===== src/rtl/xh_pkg.sv =====
`timescale 1ns/1ps
package xh_pkg;

  // Control bundle as the generator sees it
  typedef struct packed {
    logic [1:0] half;   // half-width of each band, width = 2*half+1
    logic       en;     // crosshair enable
    logic       col;    // crosshair color select
    logic       prio;   // overlap color: 0 sprite, 1 crosshair
  } xh_ctrl_t;

  // Resolved overlay request
  typedef struct packed {
    logic on;
    logic col;
  } xh_ovl_t;

endpackage


===== src/rtl/xh_band.sv =====
`timescale 1ns/1ps
// Tests one axis: is coord within +/- half of the cursor coordinate.
// Arithmetic is carried one bit wider than the coordinate so the
// comparison never wraps around the ends of the coordinate range.
module xh_band #(
  parameter int CW = 11,
  parameter int HW = 2
) (
  input  logic [CW-1:0] coord_i,
  input  logic [CW-1:0] cur_i,
  input  logic [HW-1:0] half_i,
  output logic          hit_o
);

  localparam int EW = CW + 1;

  logic [EW-1:0] coord_e;
  logic [EW-1:0] cur_e;
  logic [EW-1:0] half_e;
  logic [EW-1:0] coord_hi;
  logic [EW-1:0] cur_hi;
  logic          above_lo;
  logic          below_hi;

  always_comb begin
    coord_e  = {1'b0, coord_i};
    cur_e    = {1'b0, cur_i};
    half_e   = {{(EW-HW){1'b0}}, half_i};
    coord_hi = coord_e + half_e;
    cur_hi   = cur_e + half_e;
    above_lo = (coord_hi >= cur_e);
    below_hi = (coord_e <= cur_hi);
    hit_o    = above_lo & below_hi;
  end

endmodule


===== src/rtl/xh_resolve.sv =====
`timescale 1ns/1ps
// Merges the crosshair result with the sprite pixel.
module xh_resolve
  import xh_pkg::*;
(
  input  logic    act_i,
  input  logic    xh_hit_i,
  input  logic    xh_col_i,
  input  logic    spr_op_i,
  input  logic    spr_col_i,
  input  logic    prio_i,
  output xh_ovl_t ovl_o
);

  always_comb begin
    ovl_o = '0;
    if (act_i) begin
      if (xh_hit_i && spr_op_i) begin
        ovl_o.on  = 1'b1;
        ovl_o.col = prio_i ? xh_col_i : spr_col_i;
      end else if (xh_hit_i) begin
        ovl_o.on  = 1'b1;
        ovl_o.col = xh_col_i;
      end else if (spr_op_i) begin
        ovl_o.on  = 1'b1;
        ovl_o.col = spr_col_i;
      end
    end
  end

endmodule


===== src/rtl/crosshair_gen.sv =====
`timescale 1ns/1ps
module crosshair_gen
  import xh_pkg::*;
#(
  parameter int CW = 11
) (
  input  logic          clk,
  input  logic          rst_n,
  input  logic [CW-1:0] pix_x_i,
  input  logic [CW-1:0] pix_y_i,
  input  logic          pix_act_i,
  input  logic [CW-1:0] cur_x_i,
  input  logic [CW-1:0] cur_y_i,
  input  logic [1:0]    ctrl_thick_i,
  input  logic          ctrl_en_i,
  input  logic          ctrl_col_i,
  input  logic          ctrl_prio_i,
  input  logic          spr_op_i,
  input  logic          spr_col_i,
  output logic          xh_hit_o,
  output logic          xh_col_o,
  output logic          ovl_on_o,
  output logic          ovl_col_o
);

  localparam int NAX = 2;   // axis 0 = X (vertical band), axis 1 = Y
  localparam int HW  = 2;

  xh_ctrl_t      ctrl;
  logic [CW-1:0] pos   [NAX];
  logic [CW-1:0] cur   [NAX];
  logic [NAX-1:0] band_hit;

  always_comb begin
    ctrl.half = ctrl_thick_i;
    ctrl.en   = ctrl_en_i;
    ctrl.col  = ctrl_col_i;
    ctrl.prio = ctrl_prio_i;
    pos[0] = pix_x_i;
    pos[1] = pix_y_i;
    cur[0] = cur_x_i;
    cur[1] = cur_y_i;
  end

  for (genvar a = 0; a < NAX; a++) begin : g_axis
    xh_band #(
      .CW (CW),
      .HW (HW)
    ) i_band (
      .coord_i (pos[a]),
      .cur_i   (cur[a]),
      .half_i  (ctrl.half),
      .hit_o   (band_hit[a])
    );
  end

  // next-state
  logic    hit_d;
  logic    col_d;
  xh_ovl_t ovl_d;

  always_comb begin
    hit_d = pix_act_i & ctrl.en & (|band_hit);
    col_d = hit_d & ctrl.col;
  end

  xh_resolve i_resolve (
    .act_i     (pix_act_i),
    .xh_hit_i  (hit_d),
    .xh_col_i  (col_d),
    .spr_op_i  (spr_op_i),
    .spr_col_i (spr_col_i),
    .prio_i    (ctrl.prio),
    .ovl_o     (ovl_d)
  );

  // registers
  logic    hit_q;
  logic    col_q;
  xh_ovl_t ovl_q;
  logic    armed_q;

  always_ff @(posedge clk or negedge rst_n) begin
    if (!rst_n) begin
      hit_q   <= 1'b0;
      col_q   <= 1'b0;
      ovl_q   <= '0;
      armed_q <= 1'b0;
    end else begin
      hit_q   <= hit_d;
      col_q   <= col_d;
      ovl_q   <= ovl_d;
      armed_q <= 1'b1;
    end
  end

  assign xh_hit_o  = hit_q;
  assign xh_col_o  = col_q;
  assign ovl_on_o  = ovl_q.on;
  assign ovl_col_o = ovl_q.col;


  dis_no_hit_chk: assert property (@(posedge clk) disable iff (!rst_n)
    (armed_q && !$past(ctrl_en_i)) |-> !xh_hit_o);


  blank_quiet_chk: assert property (@(posedge clk) disable iff (!rst_n)
    (armed_q && !$past(pix_act_i)) |-> (!xh_hit_o && !ovl_on_o && !ovl_col_o));


  hit_color_chk: assert property (@(posedge clk) disable iff (!rst_n)
    (armed_q && xh_hit_o) |-> (xh_col_o == $past(ctrl_col_i)));


  overlap_prio_chk: assert property (@(posedge clk) disable iff (!rst_n)
    (armed_q && xh_hit_o && $past(spr_op_i)) |->
      (ovl_on_o && ovl_col_o == ($past(ctrl_prio_i) ? $past(ctrl_col_i) : $past(spr_col_i))));


  ovl_idle_chk: assert property (@(posedge clk) disable iff (!rst_n)
    (armed_q && !xh_hit_o && !$past(spr_op_i)) |-> (!ovl_on_o && !ovl_col_o));

endmodule


===== config.mk =====
export PLATFORM = sky130hd
export DESIGN_NAME = crosshair_gen
export DESIGN_NICKNAME = d
export VERILOG_FILES = /design/src/rtl/xh_pkg.sv /design/src/rtl/xh_band.sv /design/src/rtl/xh_resolve.sv /design/src/rtl/crosshair_gen.sv
export SDC_FILE = /design/constraint.sdc
export NUM_CORES = 1
export LEC_CHECK = 0
export BUFFER_PORTS_ARGS = -buffer_cell sky130_fd_sc_hd__buf_2
export CAP_MARGIN = 20
export CORE_MARGIN = 2
export CORE_UTILIZATION = 30
export DETAILED_ROUTE_END_ITERATION = 6
export GPL_TIMING_DRIVEN = 0
export MAX_ROUTING_LAYER = met4
export PLACE_DENSITY = 0.47
export SLEW_MARGIN = 20
export SYNTH_ARGS = -nofsm -noshare
export SYNTH_HDL_FRONTEND = slang
export SYNTH_HIERARCHICAL = 1
export SYNTH_SLANG_ARGS = --single-unit

===== constraint.sdc =====
create_clock -name clk -period 0.95 [get_ports clk]
set_input_delay 0.19 -clock clk [delete_from_list [all_inputs] [get_ports clk]]
set_output_delay 0.19 -clock clk [all_outputs]
set_load 0.03 [all_outputs]

* After elaboration in Yosys (flattened, before gate mapping) *
Cells that the tools add are included.

cells by class
  reduce and logical (&&, ||, !) cells = 2
  order comparisons = 4
  muxes and demuxes = 5
  bitwise gates (word level) = 5
  $add $sub $neg = 4

operator list
  operator                                      count
  adder 11 x 2 -> 12 bit                        4
  greater-or-equal comparator 12 x 11 -> 1 bit  2
  <= comparator 11 x 12 -> 1 bit                2
  two-way mux 2 bit                             4
  bitwise AND 1 bit                             5
  OR reduction 2 bit                            1
  logical AND 1 bit                             1
  two-way mux 1 bit                             1

storage, ports and cells
  word-level logic and storage cells = 24
  bits in registers = 4
  output and inout bits = 4

* Longest topological paths before layout *
Gate-level depths: netlist of the first run.

  word-level depth = 9
  depth in mapped cells = 16
  depth with buffers taken out = 16

* Cells and area by module *
The synthesis of the first run kept the hierarchy.

by module, submodules not included
  module         area an instance (µm²)  instances  cells an instance
  xh_band        928.4                   2          123
  crosshair_gen  121.4                   1          6
  xh_resolve     40.0                    1          6

* Least setup slack after synthesis of the first run *
No wires, ideal clock.

  path type = input port to flip-flop
  start = input cur_y_i[0]
  end = register ovl_q (netlist bit ovl_col_o)
  slack = -1.927 ns
  library setup time = 0.078 ns
  arrival = 2.799 ns
  path buffers = 0
  stages = 16
  data required time = 0.872 ns
  path through = ha_1 -> inv_1 -> fa_1 -> nor3_1 -> nand4_1 -> xnor2_1 -> ha_1 -> nand3_1 -> a211oi_1 -> a211oi_1 -> a311oi_1 -> a31oi_1 -> o211a_1 -> nand2_1 -> nand3_1 -> a21boi_1

RTL lines
  element               line                 source
  from (decl)           crosshair_gen.sv:13  input logic [CW-1:0] cur_y_i,
  to (signal assigned)  crosshair_gen.sv:92  ovl_q <= ovl_d;
  to (decl)             crosshair_gen.sv:80  xh_ovl_t ovl_q;

==> metrics.yaml, run 1 <==
status: "finished, violations left"
violations: "setup timing"
rows: 29
cts_buffers: 3
cp_max_fo: 4
clk_pin_slew_ps: 30
yosysTopAreaCell: "ha_1"
routabilityCongestion: 0.788
antenna_found_initial: 0
grt_pass1_wl_um: 8440
syn_to_final_growth_pct: 33.5
vias: 1982
wirelength_um: 5050
routedWlPerCell_um: 12.4
dpl.hpwl_um: 4410
numClockSinks: 4
fillers: 691
coreArea_mm2: 0.00642
grt_util_all_layers_pct: 14.3
die_h_um: 86.0
min-delay-start: "spr_col_i"
vias_per_cell: 4.88
yosys-top-cells-area: "ha_1 (32%), xnor2_1 (12%), inv_1 (6.5%), nand2_1 (5.0%), dfrtp_1 (5.0%)"
ys_seq_area_share_pct: 4.96
cts-root-buf: "clkbuf_8"
htreeDepth: 1
ant_nets: 0
fin_ws_ps: -1860
p_leak_nw: 1.33
worst_pin_slew_ps: 295
yosysUniqueCellTypes: 29
drive_above_1_share_pct: 29.5
cts_tree: "yes"
min_period_ps: 2810
avgSynthCellArea_um2: 7.82
placed_cell_area_mm2: 0.00246
final_cell_area_mm2: 0.00269
fin_util_pct: 41.9
dieArea_mm2: 0.00740
drc: 0
syn_nets: 368
start_util_pct: 31.4
hold_end: "ovl_col_o$_DFF_PN0_"
first_global_vias: 1973
overflow: 0
firstDrtPassIters: 4
yosys_warnings: 6
end_kind: "flip-flop"
rsz0062_at_grt: "true"
portBuffers: 57
fp.dieW_um: 86.0
drt-initial-drc-count: 15
synth_top_area_share_pct: 32.2
fin_crit_sh_pct: 296
ys_ff_latch: 4
critPathLaunchType: "primary input"
cap_violations: 0
power_density_mw_per_mm2: 633
synth_ff_type: "dfrtp_1"
finalNetCount: 441
synth_edf_count: 0
io_pins: 58
max_freq_mhz: 355
finalHoldViolCount: 0
synth.most_common_cell: "ha_1"
whs_ps: 236
setup_viol: 4
synthesis.area_mm2: 0.00202
critical_path_class: "primary input to flip-flop"
slew_headroom_pct: 80.2
crit_required_ps: 1090
clock_path_buffers: 2
synthTopCellsByCount: "ha_1 (52), inv_1 (35), xnor2_1 (28), nand2_1 (27), nand3_1 (17)"
vdd_drop_max_v: 0.000300
grt_max_degree: 7
min_path_cells: 3
async_flop_share_pct: 100
critPathArrivalTime_ps: 2950
maxSlewViolCount: 0
antenna_cells: 0
hold_path.class: "primary input to flip-flop"
synth_cells: 258
## where the power goes
group | switching (mW) | leakage [nW] | internal, mW
clock | 0.0781 | 0.0216 | 0.269
sequential | 0.00193 | 0.0535 | 0.181
combinational | 0.632 | 1.25 | 0.542
## stage by stage
step / total power [mW] / TNS [ps] / std cells / worst slack (ps)
2_1_floorplan: 0.885 / -6320 / 258 / -1680
4_1_cts: 1.69 / -7310 / 402 / -1910
3_3_place_gp: 1.26 / -8510 / 392 / -2270
3_5_place_dp: 1.27 / -8320 / 392 / -2200
5_1_grt: 1.91 / -7910 / 406 / -2080
6_report: 1.70 / -7160 / 406 / -1860
## layer usage
layer	GRT usage, %	vias to the layer above	part of all wire, %
met2	25.9	33	50
met1	17.4	891	47
li1	-	1058	-
met3	0.866	0	3.0
met5	-	-	0
met4	2.45	0	0
## sequential cells by signal, indices dropped and copies added, names as in the netlist
register   count
ovl_on_o       1
ovl_col_o      1
xh_hit_o       1
xh_col_o       1
## cell type report
class	count	area, µm²	share of cell area (%)
Multi-Input combinational cell	219	1910	70.9
Timing Repair Buffer	68	415	15.4
Inverter	35	131	4.88
Sequential cell	4	100	3.72
Tap cell	77	96.3	3.58
Clock buffer	3	41.3	1.53
## critical path, stage by stage
cell      delay (ps)
buf_8             90
ha_4             130
inv_2             30
fa_2             380
nor3_4           180
nand4_1          150
xnor2_1          160
ha_1             310
nand3_2          110
nor4_1           340
a311oi_1          90
a31oi_1          270
o2111a_1         300
o211ai_2         100
a21boi_1         130
## how the worst max path moves through the flow
stage                    startpoint             endpoint  slack, ps  depth (start not counted)
global route        ctrl_thick_i[0]  ovl_col_o$_DFF_PN0_      -2080                         17
finish              ctrl_thick_i[0]  ovl_col_o$_DFF_PN0_      -1860                         15
detailed placement  ctrl_thick_i[0]  ovl_col_o$_DFF_PN0_      -2200                         17
CTS                 ctrl_thick_i[0]  ovl_col_o$_DFF_PN0_      -1910                         17
global placement    ctrl_thick_i[0]  ovl_col_o$_DFF_PN0_      -2270                         15
floorplan                cur_x_i[0]  ovl_col_o$_DFF_PN0_      -1680                         16
## layout by cell type, fill, tap and decap left out, drive strengths merged, types with 3 or more instances in the layout
cell and instances:
nand3 17, nor2 12, nand2 27, buf 67, ha 52, xnor2 28
a21oi 14, nand2b 4, clkbuf 3, nor4 4, o21ai 6, nor3 6
nand4 10, fa 4, a21o 6, xor2 8, dfrtp 4, a211oi 8
inv 35
## timing repair
item | 4_1_cts | 5_1_grt
pin swaps | 21 | 17
setup endpoints to repair | 4 | 6
setup buffers | 6 | 4
gates resized for setup | 16 | 12
hold endpoints to repair | 4 | 0
hold buffers | 1 | 0
## cell families after synthesis
logic type | count (synthesis) | share of synthesized area (%)
AND/OR/NAND/NOR | 80 | 20.6
buffers and inverters | 35 | 6.51
adder cells (fa/ha/maj) | 56 | 36.2
XOR/XNOR | 36 | 15.6
AO/OA/AOI/OAI | 47 | 16.1
flip-flops | 4 | 4.96
Power figures use the tool's default switching activity.
==> run 2, diff against run 1 <==
--- a/config.mk
+++ b/config.mk
@@ -5,6 +5,7 @@
 export SDC_FILE = /design/constraint.sdc
 export NUM_CORES = 1
 export LEC_CHECK = 0
+export ABC_AREA = 1
 export BUFFER_PORTS_ARGS = -buffer_cell sky130_fd_sc_hd__buf_2
 export CAP_MARGIN = 20
 export CORE_MARGIN = 2
@@ -12,7 +13,8 @@
 export DETAILED_ROUTE_END_ITERATION = 6
 export GPL_TIMING_DRIVEN = 0
 export MAX_ROUTING_LAYER = met4
-export PLACE_DENSITY = 0.47
+export PLACE_DENSITY = 0.46
+export RECOVER_POWER = 50
 export SLEW_MARGIN = 20
 export SYNTH_ARGS = -nofsm -noshare
 export SYNTH_HDL_FRONTEND = slang
==> run 2 against run 1 <==
  * The flow still finishes with violations (setup timing)
  * Wire length rose by 19%
  * Core utilization rose by 0.77 points
  * Flip-flop and latch count did not move
  * Sequential power barely moved
  * Largest power group unchanged
==> metrics.yaml, run 2 <==
mostFrequentLayoutCells: "nand2_1 (86), inv_1 (72), buf_2 (51), ha_1 (42), xor2_1 (23)"
wirelength_um: 6030
critPathLaunchType: "primary input"
fin_cells: 555
grt_max_degree: 9
vias_per_cell: 4.44
drive_above_1_share_pct: 34.4
first_global_vias: 2423
avgSynthCellArea_um2: 6.33
synthesis.area_mm2: 0.00242
yosysTopAreaCell: "ha_1"
max_freq_mhz: 375
worst_pin_slew_ps: 222
finalNetCount: 565
clk_pin_slew_ps: 30
synth_ff_type: "dfrtp_1"
antenna_found_initial: 0
crit_required_ps: 1090
coreArea_mm2: 0.00777
fillers: 870
status: "finished, violations left"
vias: 2464
critPathArrivalTime_ps: 2810
dp_slack_ps: -2260
yosys_warnings: 6
violations: "setup timing"
syn_nets: 492
numClockSinks: 4
finalHoldViolCount: 0
syn_to_final_growth_pct: 37.3
fin_ws_ps: -1720
power_density_mw_per_mm2: 590
portBuffers: 57
overflow: 0
fp.dieW_um: 93.8
start_util_pct: 31.1
hold_end: "ovl_col_o$_DFF_PN0_"
drt-initial-drc-count: 46
ys_ff_latch: 4
cts-root-buf: "clkbuf_8"
firstDrtPassIters: 4
htreeDepth: 1
critical_path_class: "primary input to flip-flop"
min_path_cells: 3
end_kind: "flip-flop"
min-delay-start: "pix_act_i"
io_pins: 58
routabilityCongestion: 0.804
grt_util_all_layers_pct: 14.2
antenna_cells: 0
yosysUniqueCellTypes: 26
vdd_drop_max_v: 0.000202
p_leak_nw: 1.79
cp_max_fo: 4
clock_path_buffers: 2
final_common_cell: "nand2_1"
synth_edf_count: 0
dp.cells: 541
maxSlewViolCount: 0
drc: 0
dieArea_mm2: 0.00879
slew_headroom_pct: 85.1
routedWlPerCell_um: 10.9
setup_viol: 4
fin_crit_sh_pct: 281
synth.most_common_cell: "nand2_1"
whs_ps: 233
dpl.hpwl_um: 5330
rsz0062_at_grt: "true"
ant_nets: 0
cap_violations: 0
synth_cells: 382
cts_tree: "yes"
min_period_ps: 2670
rows: 32
yosys-top-cells-area: "ha_1 (27%), nand2_1 (15%), inv_1 (12%), xor2_1 (8.7%), nand3_1 (4.8%)"
ys_seq_area_share_pct: 4.14
hold_path.class: "primary input to flip-flop"
synthTopCellsByCount: "nand2_1 (99), inv_1 (78), ha_1 (52), nor2_1 (30), xor2_1 (24)"
cts_buffers: 3
synth_top_area_share_pct: 26.9
die_h_um: 93.8
grt_pass1_wl_um: 10100
async_flop_share_pct: 100
## run 2: changes by cell type after synthesis, moves of 16 or more
cell	delta
nand2_1	+72
inv_1	+43
xnor2_1	-24
nor2_1	+18
xor2_1	+16
## run 2: worst max path at each step
stage / start / to / slack (ps) / depth (start not counted)
global route: ctrl_thick_i[0] / ovl_col_o$_DFF_PN0_ / -1890 / 25
floorplan: cur_x_i[0] / ovl_col_o$_DFF_PN0_ / -1670 / 21
detailed placement: ctrl_thick_i[0] / ovl_col_o$_DFF_PN0_ / -2260 / 22
CTS: ctrl_thick_i[0] / ovl_col_o$_DFF_PN0_ / -1710 / 22
global placement: ctrl_thick_i[0] / ovl_col_o$_DFF_PN0_ / -2270 / 22
finish: ctrl_thick_i[0] / ovl_col_o$_DFF_PN0_ / -1720 / 22
## run 2: where the power goes
part | total [mW] | internal, mW | leakage, nW | switching, mW
registers | 0.183 | 0.181 | 0.0535 | 0.00187
logic | 1.43 | 0.607 | 1.72 | 0.822
clock network | 0.344 | 0.269 | 0.0216 | 0.0753
total | 1.96 | 1.06 | 1.79 | 0.900
## run 2: cell families after synthesis
| logic type | count (synthesis) | synth area share [%] |
|---|---|---|
| adder cells (fa/ha/maj) | 56 | 30.2 |
| AO/OA/AOI/OAI | 23 | 5.54 |
| AND/OR/NAND/NOR | 191 | 37.5 |
| flip-flops | 4 | 4.14 |
| buffers and inverters | 80 | 12.4 |
| XOR/XNOR | 28 | 10.1 |
## run 2: metrics by stage
stage	utilization (%)	cell area (µm²)	power, mW	setup TNS [ps]
finish	42.7	3320	1.96	-6370
global placement	37.1	2890	1.40	-8400
CTS	40.3	3130	1.88	-6340
floorplan	-	2470	0.996	-6060
detailed placement	37.1	2890	1.41	-8390
global route	42.7	3320	2.20	-7040
## run 2: area by class of cell
class,count,area (µm²),share of cell area [%]
multi-input cells,298,2350,70.7
flip-flops and latches,4,100,3.02
well taps,102,128,3.85
repair buffers,68,402,12.1
clock buffers,3,41.3,1.24
inverters,80,302,9.09
## run 2: worst max-delay path, stage by stage
cell and delay, ps:
buf_12 100, ha_4 120, inv_2 30, fa_2 360, inv_2 70, nand2_4 70, nor3_4 160, nand3_2 100
xor2_1 150, inv_1 60, ha_1 270, and3_4 190, nand2_2 60, nor2_2 120, nand3_2 100, a21oi_4 180
nor2_4 60, nor3_2 130, nand2_1 80, inv_1 50, nand2_1 50, a21oi_2 100
## run 2: per-layer routing
layer	global-route usage [%]	routed length (µm)
met5	-	0
met4	1.81	10
met3	0.401	177
met2	25.5	2920
met1	18.3	2920
## run 2: timing repair
action,4_1_cts,5_1_grt
endpoints found under the hold margin,4,0
setup buffers,6,4
hold buffers,1,0
pin swaps,18,17
gates resized for setup,34,32
setup endpoints to repair,4,4
